### src/rtl/lockprot_pkg.sv
package lockprot_pkg;
    typedef enum logic [1:0] {
        ST_IDLE   = 2'd0,
        ST_WATCH  = 2'd1,
        ST_LOCKED = 2'd2
    } guard_state_t;
endpackage

### src/rtl/tick_edge.sv
module tick_edge #(
    parameter int STAGES = 2
) (
    input  logic clk,
    input  logic rst_n,
    input  logic async_i,
    output logic pulse_o
);
    logic [STAGES-1:0] sync_q;
    logic              prev_q;

    generate
        for (genvar s = 0; s < STAGES; s++) begin : g_stage
            always_ff @(posedge clk or negedge rst_n) begin
                if (!rst_n) begin
                    sync_q[s] <= 1'b0;
                end else if (s == 0) begin
                    sync_q[s] <= async_i;
                end else begin
                    sync_q[s] <= sync_q[(s == 0) ? 0 : s-1];
                end
            end
        end
    endgenerate

    always_ff @(posedge clk or negedge rst_n) begin
        if (!rst_n) begin
            prev_q <= 1'b0;
        end else begin
            prev_q <= sync_q[STAGES-1];
        end
    end

    assign pulse_o = sync_q[STAGES-1] & ~prev_q;
endmodule

### src/rtl/stall_counter.sv
module stall_counter #(
    parameter int CNT_W = 12
) (
    input  logic             clk,
    input  logic             rst_n,
    input  logic             clr_i,
    input  logic             inc_i,
    output logic [CNT_W-1:0] cnt_o
);
    always_ff @(posedge clk or negedge rst_n) begin
        if (!rst_n) begin
            cnt_o <= '0;
        end else if (clr_i) begin
            cnt_o <= '0;
        end else if (inc_i) begin
            cnt_o <= cnt_o + 1'b1;
        end
    end
endmodule

### src/rtl/lock_fsm.sv
module lock_fsm
    import lockprot_pkg::*;
#(
    parameter int DETECT_TICKS = 256,
    parameter int HOLD_TICKS   = 2816,
    parameter int CNT_W        = 12
) (
    input  logic             clk,
    input  logic             rst_n,
    input  logic             tick_i,
    input  logic             rev_i,
    input  logic             run_i,
    input  logic             release_i,
    input  logic             freeze_i,
    input  logic [CNT_W-1:0] cnt_i,
    output logic             clr_o,
    output logic             inc_o,
    output logic             prot_o
);
    localparam logic [CNT_W-1:0] DET_LAST  = CNT_W'(DETECT_TICKS - 1);
    localparam logic [CNT_W-1:0] HOLD_LAST = CNT_W'(HOLD_TICKS - 1);

    guard_state_t state_q, state_d;
    logic         advance;

    assign advance = tick_i & ~freeze_i;

    // state register
    always_ff @(posedge clk or negedge rst_n) begin
        if (!rst_n) begin
            state_q <= ST_IDLE;
        end else begin
            state_q <= state_d;
        end
    end

    // next state and counter control
    always_comb begin
        state_d = state_q;
        clr_o   = 1'b0;
        inc_o   = 1'b0;
        unique case (state_q)
            ST_IDLE: begin
                clr_o = 1'b1;
                if (run_i) begin
                    state_d = ST_WATCH;
                end
            end
            ST_WATCH: begin
                if (release_i || !run_i) begin
                    clr_o   = 1'b1;
                    state_d = ST_IDLE;
                end else if (rev_i) begin
                    clr_o = 1'b1;
                end else if (advance) begin
                    if (cnt_i == DET_LAST) begin
                        clr_o   = 1'b1;
                        state_d = ST_LOCKED;
                    end else begin
                        inc_o = 1'b1;
                    end
                end
            end
            ST_LOCKED: begin
                if (release_i) begin
                    clr_o   = 1'b1;
                    state_d = ST_IDLE;
                end else if (advance) begin
                    if (cnt_i == HOLD_LAST) begin
                        clr_o   = 1'b1;
                        state_d = run_i ? ST_WATCH : ST_IDLE;
                    end else begin
                        inc_o = 1'b1;
                    end
                end
            end
            default: begin
                clr_o   = 1'b1;
                state_d = ST_IDLE;
            end
        endcase
    end

    // outputs
    always_comb begin
        prot_o = (state_q == ST_LOCKED);
    end
endmodule

### src/rtl/lock_guard.sv
module lock_guard #(
    parameter int DETECT_TICKS = 256,
    parameter int HOLD_TICKS   = 2816,
    parameter int SYNC_STAGES  = 2,
    parameter int PHASES       = 3
) (
    input  logic              clk,
    input  logic              rst_n,
    input  logic              osc_tick_i,
    input  logic              rev_done_i,
    input  logic              run_i,
    input  logic              ctl_low_i,
    input  logic              therm_low_i,
    input  logic              dir_chg_i,
    input  logic              tsd_active_i,
    input  logic [PHASES-1:0] gate_hi_i,
    input  logic [PHASES-1:0] gate_lo_i,
    output logic [PHASES-1:0] gate_hi_o,
    output logic [PHASES-1:0] gate_lo_o,
    output logic              prot_o
);
    localparam int MAX_TICKS = (HOLD_TICKS > DETECT_TICKS) ? HOLD_TICKS : DETECT_TICKS;
    localparam int CNT_W     = $clog2(MAX_TICKS);

    logic             tick_pulse;
    logic             release_any;
    logic             cnt_clr;
    logic             cnt_inc;
    logic [CNT_W-1:0] tick_cnt;

    assign release_any = ctl_low_i | therm_low_i | dir_chg_i;

    tick_edge #(.STAGES(SYNC_STAGES)) u_edge (
        .clk     (clk),
        .rst_n   (rst_n),
        .async_i (osc_tick_i),
        .pulse_o (tick_pulse)
    );

    stall_counter #(.CNT_W(CNT_W)) u_cnt (
        .clk   (clk),
        .rst_n (rst_n),
        .clr_i (cnt_clr),
        .inc_i (cnt_inc),
        .cnt_o (tick_cnt)
    );

    lock_fsm #(
        .DETECT_TICKS (DETECT_TICKS),
        .HOLD_TICKS   (HOLD_TICKS),
        .CNT_W        (CNT_W)
    ) u_fsm (
        .clk       (clk),
        .rst_n     (rst_n),
        .tick_i    (tick_pulse),
        .rev_i     (rev_done_i),
        .run_i     (run_i),
        .release_i (release_any),
        .freeze_i  (tsd_active_i),
        .cnt_i     (tick_cnt),
        .clr_o     (cnt_clr),
        .inc_o     (cnt_inc),
        .prot_o    (prot_o)
    );

    generate
        for (genvar p = 0; p < PHASES; p++) begin : g_mask
            assign gate_hi_o[p] = gate_hi_i[p] & ~prot_o;
            assign gate_lo_o[p] = gate_lo_i[p] & ~prot_o;
        end
    endgenerate
endmodule

### config.mk
export PLATFORM = sky130hd
export DESIGN_NAME = lock_guard
export DESIGN_NICKNAME = d
export VERILOG_FILES = /design/src/rtl/lockprot_pkg.sv /design/src/rtl/tick_edge.sv /design/src/rtl/stall_counter.sv /design/src/rtl/lock_fsm.sv /design/src/rtl/lock_guard.sv
export SDC_FILE = /design/constraint.sdc
export NUM_CORES = 1
export LEC_CHECK = 0
export ABC_AREA = 1
export ABC_CLOCK_PERIOD_IN_PS = 2700
export BUFFER_PORTS_ARGS = -buffer_cell sky130_fd_sc_hd__clkbuf_2
export CORE_MARGIN = 2
export CORE_UTILIZATION = 53
export DETAILED_ROUTE_END_ITERATION = 12
export GPL_TIMING_DRIVEN = 0
export PLACE_DENSITY = 0.88
export SYNTH_ARGS = -nofsm -noshare
export SYNTH_HDL_FRONTEND = slang
export SYNTH_HIERARCHICAL = 1
export SYNTH_SLANG_ARGS = --single-unit
### constraint.sdc
create_clock -name clk -period 2.7 [get_ports clk]
set_clock_uncertainty 0.1 [all_clocks]
set_input_delay 0.405 -clock clk [delete_from_list [all_inputs] [get_ports clk]]
set_output_delay 0.405 -clock clk [all_outputs]
set_load 0.01 [all_outputs]
* Yosys cells after proc, flatten, opt, wreduce, memory -nomap -nowiden
Index checks and enable logic that the tools add are counted.
Storage, ports and cells: bits in registers 17, input bits 15, output and inout bits 7, logic and storage cells 62
Cells by class: $add $sub $neg 1, equality and inequality tests 10, mux-type cells 28, bitwise gates (word level) 13, reduce and logical (&&, ||, !) cells 5
Operator list (count):
- 2-to-1 mux 12 bit | 2
- 2-to-1 mux 2 bit | 8
- 2-to-1 mux 1 bit | 15
- adder 12 x 1 -> 12 bit (second input constant) | 1
- == test 12 bit (second input constant) | 1
- == test 12 x 8 -> 1 bit (second input constant) | 1
- inequality test 3 x 1 -> 1 bit (second input constant) | 4
- AND 1 bit | 8
- case mux 2 bit (3 select lines) | 1
- AND reduction 6 bit | 1
- case mux 1 bit (2 select lines) | 2
- inequality test 3 x 2 -> 1 bit (second input constant) | 1
- NOT 1 bit | 3
- == test 2 x 1 -> 1 bit (second input constant) | 1
- == test 2 bit (second input constant) | 1
- logical NOT 2 bit | 1
- inequality test 2 bit (second input constant) | 1
- OR 1 bit | 2
- nonzero test 2 bit | 1
- logical NOT 1 bit | 1
- logical OR 1 bit | 1

* Depth between registers and ports, before layout
word-level depth 9, depth in mapped cells 15, mapped depth without buffers 15

* Modules after synthesis
The synthesis kept the hierarchy.
Modules (own cells, without submodules):
- stall_counter | instances 1, cells an instance 78, area each 641.9 µm², seq. area each 300.3 µm²
- lock_fsm | instances 1, cells an instance 62, area each 372.9 µm², seq. area each 50.0 µm²
- tick_edge | instances 1, cells an instance 5, area each 85.1 µm², seq. area each 75.1 µm²
- lock_guard | instances 1, cells an instance 15, area each 56.3 µm², seq. area each 0.0 µm²

* Least setup slack after synthesis
No wires, ideal clock.
path type register to register, from reg u_fsm.state_q[0], to reg u_cnt.cnt_o[11], setup time 0.117 ns, arrival time 1.854 ns, data required time 2.483 ns, path slack 0.629 ns, cell stages (with the launch flop) 14, path buffers 0, period minus slack after synthesis 2.071 ns, cells stage by stage dfrtp_1 inv_1 ha_1 nand2_1 inv_1 nand2_2 a21oi_1 nor2_4 inv_4 nand3_4 nor2_2 nand2_1 nand2_1 nor2_1
On the way: word-level cells in the longest chain between the ends 3, elaborated cells between the ends (all ways) 6, those cells by class eq/ne: 2; mux: 3; reduce/logical: 1
Ends and longest elaborated chain:
- start, declared | line lock_fsm.sv:23 | guard_state_t state_q, state_d;
- start signal, assigned | line lock_fsm.sv:33 | state_q <= state_d;
- == test 2 bit
- named net prot_o | line lock_guard.sv:20 | output logic prot_o
- case mux 1 bit (2 select lines) | line lock_fsm.sv:42 | unique case (state_q)
- named net cnt_inc | line lock_guard.sv:28 | logic cnt_inc;
- nonzero test 2 bit (no line)
- end signal, assigned | line stall_counter.sv:16 | cnt_o <= cnt_o + 1'b1;
- end, declared | line stall_counter.sv:8 | output logic [CNT_W-1:0] cnt_o
The timed path passes the listed nets, and every way through them passes these cells. A chain may end at the register's enable or synchronous reset.

* Worst setup path after layout
from reg u_fsm.state_q[0], to reg u_cnt.cnt_o[10]
On the way: word-level cells in the longest chain between the ends 3, elaborated cells between the ends (all ways) 6, those cells by class eq/ne: 2; mux: 3; reduce/logical: 1
Ends and longest elaborated chain (line):
- == test 2 bit or == test 2 x 1 -> 1 bit (tied branches) | lock_fsm.sv:42
- case mux 1 bit (2 select lines) * | lock_fsm.sv:42
- named net cnt_inc | lock_guard.sv:28
- nonzero test 2 bit (no line) *
The timed path passes the listed nets; every way through them passes the cells marked *.

==> results.cfg <==
[setup_path]
crit_required_ns = 2.79
worstPathCellList = inv_1, ha_1, nand2_1, inv_1, nand2_2, a21oi_1, nor2_4, nor3_1, nand4_1, nand2_1, nor2_2
cp.arrival_ns = 2.38
crit_fanout = 10
end_kind = flip-flop
slowest_delay_ns = 0.43
start_kind = flip-flop
critPathKind = reg -> reg
cpMaxStageDelayCell = dfrtp_1

[min_path]
worstHoldPathType = in -> reg

[synthesis]
synth_enable_flop_cells = 0
yosysWarnings = 6
synthArstFlopShare = 1.00
syn_area_um2 = 1160
synth_most_common_cell = nand2_1
synthTopCellsByArea = dfrtp_1 (37%), nand2_1 (10%), inv_1 (8.8%), nor2_1 (5.8%), ha_1 (5.4%)
syn_nets = 180
synth_ff_type = dfrtp_1
synth_top_cell_area_share = 0.368
synth.distinct_cells = 20
synth-seq-cells = 17
synth_top_cell_by_area = dfrtp_1
synth.top_cells.by_count = nand2_1 (31), inv_1 (27), nor2_1 (18), dfrtp_1 (17), nand3_1 (10)
syn-mean-instance-area_um2 = 7.23
netlist_instances = 160
seq_area_frac_synth = 0.368

[power_and_ir_drop]
power.density_nw_per_um2 = 483
sequentialPowerShare = 0.430
comb_power_share = 0.364
vdd_ir_drop_max_uv = 481
power_mw = 0.644
intPower_mw = 0.398
clkPwrFrac = 0.207
leakagePower_nw = 0.660
netSwitchingPower_mw = 0.245
power_switching_share = 0.381

[global_route]
grt_usage = 0.192
grt_max_degree = 18
gr-total-overflow = 0
antenna_found_initial = 0
grt_pass1_vias = 970
grt_pass1_wl_mm = 3.81

[clock_network]
clock_sinks = 17
clock_latency_ns = 0.28
cts_resized = 0
clock_path_buffers = 2
cts.clk_slew.worst_paths_ns = 0.10
cts_buffers = 3
cts-root-buf = clkbuf_4
cts_tree = built
h-tree-depth = 1

[final_layout]
areaGrowthSynthToFinish_pct = 15.3
layout-drive-gt1-share = 0.269
insertedDiodeCount = 0
nNetsFinal = 207

[place]
portBuffers = 21
gp_congestion = 0.833
hpwl_mm = 1.84

[timing]
fmax_mhz = 437
hold_viol_final = 0
slew_headroom = 0.725
rsz0062_at_grt = false
setup_viol = 0
tightest_slew_ns = 0.413
period_minus_slack_ns = 2.29
slew_violations = 0
final.setup.tns_ns = 0
period_share = 0.848

[detailed_routing]
drt_first_iter_violations = 18
via_per_inst = 4.98
drtPass1Iterations = 4
postRouteAntennaNets = 0
avgRoutedWirePerCell_um = 10.6
drt-total-wl_mm = 2.25
post-route-drc-count = 0
vias = 1060

[floorplan]
die_area_um2 = 2570
die_h_um = 50.7
io_pins = 22
num_rows = 16
start_util = 0.578
fp.dieW_um = 50.7
core_um2 = 2000

[outcome]
status = finished, final reports clean

[job]
drv_cap = 0
## per-layer routing
layer	share of wire	vias to the layer above	track usage
li1	-	556	-
met1	0.44	469	0.215
met2	0.51	31	0.377
met3	0.050	4	0.0208
met4	0.0036	0	0.0541
met5	0	-	0
## logic make-up (layout without fill, tap and decap cells)
| family | count (synthesis) | in the layout | synth area share |
|---|---|---|---|
| compound gates | 17 | 17 | 0.0812 |
| fa+ha+maj | 5 | 5 | 0.0541 |
| buf+inv | 31 | 57 | 0.103 |
| flops | 17 | 17 | 0.368 |
| simple gates | 90 | 90 | 0.394 |
## path summary, 6_finish.rpt
path,from,endpoint,slack (ns),depth (start not counted)
setup / recovery,u_fsm/state_q[0]$_DFFE_PN0P_,u_cnt/cnt_o[10]$_DFFE_PN0P_,0.41,11
hold / removal,osc_tick_i,u_edge/sync_q[0]$_DFF_PN0_,0.12,1
setup reg to reg,u_fsm/state_q[0]$_DFFE_PN0P_,u_cnt/cnt_o[10]$_DFFE_PN0P_,0.41,11
max in group asynchronous,rst_n,u_cnt/cnt_o[9]$_DFFE_PN0P_,1.72,2
min in group asynchronous,rst_n,u_fsm/state_q[1]$_DFFE_PN0P_,0.49,2
hold reg to reg,u_edge/sync_q[0]$_DFF_PN0_,u_edge/sync_q[1]$_DFF_PN0_,0.26,0
## sequential cells by signal, summed over array words and instances (netlist names)
name,flops
u_edge/prev_q,1
u_edge/sync_q,2
u_fsm/state_q,2
u_cnt/cnt_o,12
## critical path, delay by kind of cell, from the launching register on
family | cells | cell delay [ns]
AOI/OAI and AO/OA | 1 | 0.37
adders and majority gates | 1 | 0.34
buffers and inverters | 2 | 0.17
and+or+nand+nor | 7 | 0.78
DFF | 1 | 0.43
## placed cells by master, fill, tap and decap left out
cell type / instances
inv_1: 27
nand2_2: 5
clkbuf_4: 3
nand3_1: 10
nand2_1: 31
nor2_2: 9
dfrtp_1: 17
nand3_4: 1
ha_1: 5
inv_2: 3
nand4_1: 5
clkinv_2: 1
nor3_1: 6
o21ai_0: 2
inv_4: 1
clkbuf_2: 21
nand3_2: 1
dlygate4sd3_1: 1
o21ai_2: 1
nor2_1: 18
o21a_1: 2
a21oi_1: 9
o21ai_1: 3
nor2_4: 4
## power groups by stage
stage / clock network, mW / logic, mW / registers, mW
2_1_floorplan: 0 / 0.173 / 0.279
3_3_place_gp: 0 / 0.225 / 0.280
3_5_place_dp: 0 / 0.234 / 0.282
4_1_cts: 0.140 / 0.236 / 0.277
5_1_grt: 0.154 / 0.261 / 0.278
6_report: 0.133 / 0.234 / 0.276
## stage by stage
stage,hold WS [ns],cell area [um2],worst slack [ns],cells,utilization
6_report,0.119,1330,0.411,213,0.666
4_1_cts,0.108,1330,0.402,213,0.666
2_1_floorplan,0.00941,1160,0.629,160,-
3_3_place_gp,0.235,1290,0.506,208,0.647
5_1_grt,0.0903,1330,0.219,213,0.666
3_5_place_dp,0.241,1290,0.433,208,0.647
## cell type report
| class | instances | area [um2] |
|---|---|---|
| fillers | 178 | 669 |
| multi-input cells | 112 | 612 |
| flip-flops and latches | 17 | 425 |
| inverters | 31 | 119 |
| repair buffers | 22 | 115 |
| well taps | 27 | 33.8 |
| clock buffers | 3 | 22.5 |
| clock inverters | 1 | 5.00 |
## timing repair
action / in CTS / in global routing
hold buffers: 1 / 0
setup buffers: 0 / 0
hold endpoints to repair: 17 / 0
Note: power is estimated with default switching activity, not from simulation.
